### config.mk
export PLATFORM = sky130hd
export DESIGN_NAME = sbus_master
export DESIGN_NICKNAME = d
export VERILOG_FILES = /design/src/rtl/sbus_pkg.sv /design/src/rtl/sbus_sync.sv /design/src/rtl/sbus_timer.sv /design/src/rtl/sbus_cmd_drv.sv /design/src/rtl/sbus_master.sv
export SDC_FILE = /design/constraint.sdc
export NUM_CORES = 1
export LEC_CHECK = 0
export BUFFER_PORTS_ARGS = -buffer_cell sky130_fd_sc_hd__clkbuf_2
export CAP_MARGIN = 20
export CORE_MARGIN = 2
export CORE_UTILIZATION = 42
export DETAILED_ROUTE_END_ITERATION = 8
export GPL_TIMING_DRIVEN = 0
export PLACE_DENSITY = 0.75
export SLEW_MARGIN = 10
export SYNTH_ARGS = -nofsm -noshare
export SYNTH_HDL_FRONTEND = slang
export SYNTH_SLANG_ARGS = --single-unit
### constraint.sdc
create_clock -name clk -period 2.2 [get_ports clk]
set_input_delay 0.11 -clock clk [delete_from_list [all_inputs] [get_ports clk]]
set_output_delay 0.11 -clock clk [all_outputs]
set_load 0.02 [all_outputs]
### src/rtl/sbus_pkg.sv
package sbus_pkg;

    localparam int unsigned NUM_KINDS = 5;

    typedef enum logic [2:0] {
        K_MRD  = 3'd0,
        K_MWR  = 3'd1,
        K_IRD  = 3'd2,
        K_IWR  = 3'd3,
        K_INTA = 3'd4
    } kind_e;

    typedef enum logic [1:0] {
        S_IDLE,
        S_ADDR,
        S_CMD,
        S_REL
    } state_e;

    // active-high internal view of the command lines; mrd is the MSB
    typedef struct packed {
        logic mrd;
        logic mwr;
        logic ird;
        logic iwr;
        logic inta;
    } cmd_t;

    function automatic logic kind_valid(logic [2:0] k);
        return k < 3'(NUM_KINDS);
    endfunction

    function automatic logic kind_writes(kind_e k);
        return (k == K_MWR) || (k == K_IWR);
    endfunction

    function automatic cmd_t kind_to_cmd(kind_e k);
        cmd_t c;
        c = '0;
        case (k)
            K_MRD:   c.mrd  = 1'b1;
            K_MWR:   c.mwr  = 1'b1;
            K_IRD:   c.ird  = 1'b1;
            K_IWR:   c.iwr  = 1'b1;
            K_INTA:  c.inta = 1'b1;
            default: c      = '0;
        endcase
        return c;
    endfunction

endpackage

### src/rtl/sbus_sync.sv
module sbus_sync #(
    parameter int STAGES = 2
) (
    input  logic clk,
    input  logic rst,
    input  logic d,
    output logic q
);
    logic [STAGES-1:0] chain;

    generate
        for (genvar i = 0; i < STAGES; i++) begin : g_stage
            always_ff @(posedge clk) begin
                if (rst) begin
                    chain[i] <= 1'b0;
                end else if (i == 0) begin
                    chain[i] <= d;
                end else begin
                    chain[i] <= chain[(i == 0) ? 0 : i-1];
                end
            end
        end
    endgenerate

    assign q = chain[STAGES-1];
endmodule

### src/rtl/sbus_timer.sv
module sbus_timer #(
    parameter int TW = 8
) (
    input  logic          clk,
    input  logic          rst,
    input  logic          run,
    input  logic [TW-1:0] limit,
    output logic          expire
);
    logic [TW-1:0] cnt;

    always_ff @(posedge clk) begin
        if (rst) begin
            cnt <= '0;
        end else if (!run) begin
            cnt <= '0;
        end else if (cnt != '1) begin
            cnt <= cnt + TW'(1);
        end
    end

    assign expire = run && (limit != '0) && (cnt >= limit - TW'(1));


    cnt_bound_chk: assert property (@(posedge clk) disable iff (rst)
        (run && limit != '0 && $stable(limit)) |-> (cnt < limit));
endmodule

### src/rtl/sbus_cmd_drv.sv
module sbus_cmd_drv
    import sbus_pkg::*;
(
    input  logic        clk,
    input  logic        rst,
    input  kind_e       kind,
    input  logic        active,
    output logic [4:0]  cmd_n,
    output logic        den
);
    cmd_t cmd;

    always_comb begin
        cmd = active ? kind_to_cmd(kind) : '0;
    end

    assign cmd_n = ~cmd;
    assign den   = active && kind_writes(kind);


    one_cmd_chk: assert property (@(posedge clk) disable iff (rst)
        $countones(~cmd_n) <= 1);


    den_write_chk: assert property (@(posedge clk) disable iff (rst)
        den |-> (!cmd_n[3] || !cmd_n[1]));
endmodule

### src/rtl/sbus_master.sv
module sbus_master
    import sbus_pkg::*;
#(
    parameter int AW          = 16,
    parameter int DW          = 16,
    parameter int TW          = 8,
    parameter int SYNC_STAGES = 2
) (
    input  logic          clk,
    input  logic          rst,
    input  logic          req_valid,
    input  logic [2:0]    req_kind,
    input  logic [AW-1:0] req_addr,
    input  logic [DW-1:0] req_wdata,
    input  logic [TW-1:0] tmo_limit,
    output logic          busy,
    output logic          done,
    output logic [DW-1:0] rsp_rdata,
    output logic          rsp_err,
    output logic [AW-1:0] bus_addr,
    output logic [DW-1:0] bus_dout,
    output logic          bus_den,
    output logic          bus_ale,
    output logic          mrd_n,
    output logic          mwr_n,
    output logic          ird_n,
    output logic          iwr_n,
    output logic          inta_n,
    input  logic [DW-1:0] bus_din,
    input  logic          bus_ready
);
    state_e        state;
    kind_e         kind_q;
    logic [AW-1:0] addr_q;
    logic [DW-1:0] wdata_q;
    logic [DW-1:0] rdata_q;
    logic          err_q;
    logic          done_q;
    logic          rdy_s;
    logic          expire;
    logic [4:0]    cmd_n;

    sbus_sync #(.STAGES(SYNC_STAGES)) u_sync (
        .clk (clk),
        .rst (rst),
        .d   (bus_ready),
        .q   (rdy_s)
    );

    sbus_timer #(.TW(TW)) u_timer (
        .clk    (clk),
        .rst    (rst),
        .run    (state == S_CMD),
        .limit  (tmo_limit),
        .expire (expire)
    );

    sbus_cmd_drv u_cmd (
        .clk    (clk),
        .rst    (rst),
        .kind   (kind_q),
        .active (state == S_CMD),
        .cmd_n  (cmd_n),
        .den    (bus_den)
    );

    always_ff @(posedge clk) begin
        if (rst) begin
            state   <= S_IDLE;
            kind_q  <= K_MRD;
            addr_q  <= '0;
            wdata_q <= '0;
            rdata_q <= '0;
            err_q   <= 1'b0;
            done_q  <= 1'b0;
        end else begin
            done_q <= 1'b0;
            case (state)
                S_IDLE: begin
                    if (req_valid && kind_valid(req_kind)) begin
                        kind_q  <= kind_e'(req_kind);
                        addr_q  <= req_addr;
                        wdata_q <= req_wdata;
                        state   <= S_ADDR;
                    end
                end
                S_ADDR: begin
                    state <= S_CMD;
                end
                S_CMD: begin
                    if (rdy_s) begin
                        rdata_q <= kind_writes(kind_q) ? '0 : bus_din;
                        err_q   <= 1'b0;
                        state   <= S_REL;
                    end else if (expire) begin
                        rdata_q <= '0;
                        err_q   <= 1'b1;
                        state   <= S_REL;
                    end
                end
                S_REL: begin
                    if (!rdy_s) begin
                        done_q <= 1'b1;
                        state  <= S_IDLE;
                    end
                end
                default: state <= S_IDLE;
            endcase
        end
    end

    assign busy      = (state != S_IDLE);
    assign done      = done_q;
    assign rsp_rdata = rdata_q;
    assign rsp_err   = err_q;
    assign bus_addr  = addr_q;
    assign bus_dout  = wdata_q;
    assign bus_ale   = (state == S_ADDR);
    assign {mrd_n, mwr_n, ird_n, iwr_n, inta_n} = cmd_n;


    addr_hold_chk: assert property (@(posedge clk) disable iff (rst)
        (state == S_CMD || state == S_REL) |-> $stable(bus_addr));


    ale_lead_chk: assert property (@(posedge clk) disable iff (rst)
        $fell(&cmd_n) |-> $past(bus_ale));


    tmo_end_chk: assert property (@(posedge clk) disable iff (rst)
        (expire && !rdy_s) |=> (&cmd_n && rsp_err));


    no_overlap_chk: assert property (@(posedge clk) disable iff (rst)
        $fell(&cmd_n) |-> !rdy_s);


    done_pulse_chk: assert property (@(posedge clk) disable iff (rst)
        done |=> !done);
endmodule

==> impl_metrics.json, run 1 <==
{
  "status": "complete, no violations",
  "startpoint_type": "register",
  "overflow": 0,
  "fillers": 535,
  "grt_pass1_vias": 2670,
  "grt_use_met1": 0.2363,
  "drive_above_1_share": 0.3327,
  "tightest_slew_ps": 535.0,
  "cp_slowest_cell": "a2111oi_4",
  "grtUsageMet2": 0.3580,
  "path_cells": "inv_1 -> ha_1 -> nand2b_4 -> a2111oi_4 -> o311ai_4 -> buf_4 -> o211a_1 -> o21a_1",
  "fin_crit_ps": 2097,
  "final_common_cell": "clkbuf_2",
  "final_cell_mix": "clkbuf_2 (119), nand2_1 (80), dfxtp_1 (64)",
  "synth_cell_types": 38,
  "fin_ws_ps": 102.6,
  "setup_viol": 0,
  "port_buffers": 119,
  "gp_congestion": 0.7694,
  "grt_max_degree": 13,
  "cts_root_buf": "clkbuf_8",
  "tritoncts": "yes",
  "p_int_mw": 2.198,
  "final_area_mm2": 0.004109,
  "ys_warn_count": 0,
  "nets": 563,
  "dr.pass1.iters": 4,
  "rsz0062_at_grt": "false",
  "rows": 29,
  "fmax_mhz": 476.8,
  "switchingPower_mw": 1.113,
  "synth-edff-count": 0,
  "num_antenna_cells": 0,
  "async_flop_share": 0,
  "synth_seq_cells": 65,
  "combPwrFrac": 0.289,
  "grt_busiest_layer": "met2",
  "clock_skew_ps": 9.358,
  "ir_drop_mv": 0.5359,
  "seqPwrFrac": 0.418,
  "pre_cts_ws_ps": -312.7,
  "seq_area_frac_synth": 0.4714,
  "syn_area_mm2": 0.002760,
  "syn_to_final_growth_pct": 48.87,
  "drv_cap": 0,
  "ios": 121,
  "place_area_mm2": 0.003452,
  "hp-class": "in -> reg",
  "clk_pin_slew_ps": 70,
  "power_density_mw_per_mm2": 805.9,
  "grt_first_pass_wirelength_mm": 11.79,
  "synth_top_flop_cell": "dfxtp_1",
  "clkPwrFrac": 0.293,
  "slew_headroom": 0.6420,
  "syn-num-nets": 387,
  "start_util": 0.4347,
  "drc_errors": 0,
  "drt_wl_total_mm": 7.381,
  "tns_ps": 0,
  "die-area_mm2": 0.007236,
  "antenna_found_initial": 0,
  "clock_latency_ps": 330,
  "synth_area_per_cell_um2": 8.933,
  "htreeDepth": 3,
  "hold_viol": 0,
  "dp_hpwl_mm": 5.019,
  "cts_sinks": 65,
  "grt_use_met3": 0.03696,
  "power_mw": 3.312,
  "die_x_um": 85.07,
  "die_y_um": 85.07,
  "clockBufferDepth": 2,
  "cp.arrival_ps": 2320,
  "numCtsBuffers": 9,
  "post-route-period-util": 0.9534,
  "syn_inst": 309,
  "dr_total_vias": 2777,
  "gr-usage-all-layers": 0.2035,
  "netSwitchingFraction": 0.3362,
  "wl_per_cell_um": 13.02,
  "antenna_left": 0,
  "slowest_delay_ps": 400,
  "drt_iter0_drc": 103,
  "cp_data_required_time_ps": 2420,
  "leakage_nw": 1.887,
  "path_max_fanout": 4,
  "slew_violations": 0,
  "viasPerCell": 4.898,
  "crit_type": "reg -> reg",
  "core_mm2": 0.006350,
  "end_kind": "register"
}
[per-layer routing]
metal	up-vias	part of all wire
met5	-	0
met4	0	0.025
met3	16	0.052
met2	88	0.50
met1	1257	0.43
li1	1416	-
[power groups by stage]
stage                     Combinational, mW  Sequential, mW  Clock, mW
final                                 0.956            1.38      0.972
after global routing                   1.05            1.40       1.04
after CTS                             0.949            1.38      0.997
after floorplan                       0.479            1.51          0
after detailed placement              0.886            1.41          0
after global placement                0.868            1.40          0
[registers in the layout, summed over array words and instances, names as in the netlist]
name	cells
u_timer.cnt	8
u_sync.q	1
bus_addr	16
rsp_rdata	16
kind_q	3
rsp_err	1
u_sync.chain	1
state	2
bus_dout	16
done	1
[synth_stat cells, types with 2 or more instances]
cell type  instances  area share
buf_2              4      0.0073
nor2_1            12       0.016
nand3_1            6       0.011
nand2b_1           6       0.014
dfxtp_1           65        0.47
nand2_1           80        0.11
nand4_1            2      0.0045
a22o_1             6       0.019
clkbuf_1           8       0.011
nor2b_1            2      0.0045
xor2_1             3      0.0095
inv_1              7      0.0095
and3_1             2      0.0045
xnor2_1            5       0.016
nor3b_1            3      0.0082
a31oi_1            6       0.014
or3_1              2      0.0045
o211a_1            2      0.0073
nor3_1             5      0.0091
a21o_1             2      0.0054
o21ai_0            4      0.0073
a22o_2            10       0.036
a21oi_1           38       0.069
ha_1              15       0.068
[through the flow]
step           hold WS [ps]    util  cells
2_1_floorplan         238.2       -    309
3_3_place_gp          332.8  0.5436    505
3_5_place_dp          338.3  0.5436    505
4_1_cts               1.013  0.6418    564
5_1_grt               12.53  0.6471    567
6_report              11.39  0.6471    567
[repair_timing]
action,4_1_cts,5_1_grt
gates resized for setup,0,4
hold buffers,43,0
endpoints found under the setup margin,0,10
hold endpoints to repair,43,0
buffers inserted,0,3
[final cells by class]
class                   instances  area (um2)  area share
plain buffers                  14       65.06     0.01583
clock buffers                   9       123.9     0.03015
clock inverters                 7       68.82     0.01675
inverters                       7       26.28    0.006395
multi-input cells             223        1378      0.3353
flip-flops and latches         65        1303      0.3170
well taps                      77       96.34     0.02345
repair buffers                165        1049      0.2552
[worst paths after layout]
path / slack [ps] / end / depth (start not counted) / start
max: 100 / state[0] / 8 / u_timer.cnt[0]
min: 10 / kind_q[1] / 3 / req_kind[1]
max reg2reg: 100 / state[0] / 8 / u_timer.cnt[0]
min reg2reg: 440 / u_sync.q / 1 / u_sync.chain[0]
[critical path, delay by kind of cell (launching register included)]
family	cells	cell delay, ps
AOI/OAI and AO/OA	4	980
adders and majority gates	1	270
buffers and inverters	2	250
DFF	1	360
and+or+nand+nor	1	150
[cells by family (layout without fill, tap and decap cells)]
family,Yosys count,count (layout),share of synthesized area
xor+xnor,8,8,0.02539
fa+ha+maj,15,15,0.06800
compound gates,73,73,0.1890
flops,65,65,0.4714
simple gates,126,126,0.2094
mux,1,1,0.003627
buf+inv,21,202,0.03309
Note: power is estimated with default switching activity, not from simulation.
==> inputs of run 2 (changes only) <==
BUFFER_PORTS_ARGS = -buffer_cell sky130_fd_sc_hd__buf_2   (was -buffer_cell sky130_fd_sc_hd__clkbuf_2)
CAP_MARGIN = 40   (was 20)
PLACE_DENSITY = 0.76   (was 0.75)
==> run 2 against run 1 <==
  * Die area stayed put
  * Sequential power about the same
  * Power fell by 3.7%
  * Via count decreased by 2.9%
  * Combinational power is 2.9% lower
  * Sequential share of layout area is 1.2 points higher
  * Critical path type unchanged
  * Critical endpoint unchanged
==> impl_metrics.json, run 2 (synthesis gave the netlist of run 1 again) <==
{
  "status": "complete, no violations",
  "leakage_nw": 1.845,
  "hold_viol": 0,
  "clk_pin_slew_ps": 70,
  "whs_ps": 8.305,
  "core_mm2": 0.006350,
  "grt_first_pass_wirelength_mm": 11.79,
  "rr_endpoint": "state[0]",
  "dr.pass1.iters": 4,
  "cp.arrival_ps": 2320,
  "clockBufferDepth": 2,
  "antenna_left": 0,
  "final_cell_mix": "buf_2 (123), nand2_1 (80), dfxtp_1 (65)",
  "drv_cap": 0,
  "overflow": 0,
  "clock_latency_ps": 340,
  "dr_total_vias": 2696,
  "gr-usage-all-layers": 0.2044,
  "final_cells": 551,
  "cts_root_buf": "clkbuf_8",
  "drt_wl_total_mm": 7.285,
  "die_x_um": 85.07,
  "htreeDepth": 3,
  "crit_path_start": "u_timer.cnt[0]",
  "grt_pass1_vias": 2683,
  "dp.cells": 505,
  "slew_violations": 0,
  "power_density_mw_per_mm2": 807.2,
  "final_common_cell": "buf_2",
  "die_y_um": 85.07,
  "cts_sinks": 65,
  "tightest_slew_ps": 487.9,
  "antenna_found_initial": 0,
  "grt_busiest_layer": "met2",
  "reg2reg_from": "u_timer.cnt[0]",
  "power_mw": 3.190,
  "port_buffers": 119,
  "syn_to_final_growth_pct": 43.20,
  "cp_data_required_time_ps": 2440,
  "wl_per_cell_um": 13.22,
  "ir_drop_mv": 0.6509,
  "hp-class": "in -> reg",
  "grt_use_met1": 0.2316,
  "crit_type": "reg -> reg",
  "path_max_fanout": 4,
  "drc_errors": 0,
  "viasPerCell": 4.893,
  "die-area_mm2": 0.007236,
  "fin_crit_ps": 2076,
  "grt_use_met3": 0.07490,
  "fmax_mhz": 481.6,
  "crit_end": "state[0]",
  "startpoint_type": "register",
  "post-route-period-util": 0.9439,
  "grt_max_degree": 11,
  "dp_hpwl_mm": 5.108,
  "slew_headroom": 0.6735,
  "drive_above_1_share": 0.3354,
  "rows": 29,
  "nets": 549,
  "numCtsBuffers": 9,
  "gp_congestion": 0.7722,
  "drt_iter0_drc": 147,
  "ff2ff_setup_slack_ps": 120,
  "end_kind": "register",
  "reg2reg_depth": 8,
  "ios": 121,
  "num_antenna_cells": 0,
  "tritoncts": "yes",
  "grtUsageMet2": 0.3438,
  "start_util": 0.4347,
  "setup_viol": 0,
  "clock_skew_ps": 9.953
}
==> run 2: how the worst min path moves through the flow <==
stage | end | from | cells past startpoint | slack (ps)
after floorplan | u_sync.chain[0] | bus_ready | 1 | 240
after global placement | rsp_rdata[3] | bus_din[3] | 2 | 330
after detailed placement | rsp_rdata[3] | bus_din[3] | 2 | 330
after CTS | bus_addr[11] | req_addr[11] | 3 | 0.6
after global routing | bus_addr[2] | req_addr[2] | 3 | 0.2
final | bus_addr[8] | req_addr[8] | 3 | 8
==> run 2: what timing repair did <==
item,in CTS,in global routing
buffers inserted,0,2
hold buffers,30,1
hold endpoints to repair,30,1
gates resized for setup,0,2
setup endpoints to repair,0,12
==> run 2: power breakdown <==
part	internal [mW]	switching, mW	leakage, nW
registers	1.30	0.0744	0.528
logic	0.361	0.567	1.23
clock network	0.453	0.431	0.0871
==> run 2: area by class of cell <==
| cell class | count | area [um2] |
|---|---|---|
| Clock inverter | 3 | 17.52 |
| Tap cell | 77 | 96.34 |
| Timing Repair Buffer | 152 | 920.9 |
| Clock buffer | 11 | 151.4 |
| Fill cell | 552 | 2397 |
| Multi-Input combinational cell | 223 | 1378 |
| Buffer | 13 | 61.31 |
| Sequential cell | 65 | 1301 |
| Inverter | 7 | 26.28 |
==> run 2: metrics by stage <==
stage	setup slack [ps]	util	setup TNS, ps	area, um2
final	123.5	0.6225	0	3953
after global routing	-2.647	0.6225	-2.647	3953
after CTS	16.41	0.6175	0	3921
after detailed placement	-325.7	0.5436	-4222	3452
after global placement	-250.0	0.5436	-3040	3452
after floorplan	86.58	-	0	2760
==> run 2: critical path, cell delays in order, from the launching register on <==
cell,delay (ps)
dfxtp_1,380
inv_1,90
ha_1,270
nand2b_4,140
a2111oi_4,350
o311ai_4,160
buf_4,170
o211a_1,230
o21a_1,170
==> run 2: per-layer routing <==
layer | part of all wire | routed length (um)
met3 | 0.063 | 462
met5 | 0 | 0
met4 | 0.022 | 163
met1 | 0.42 | 3053
met2 | 0.49 | 3606
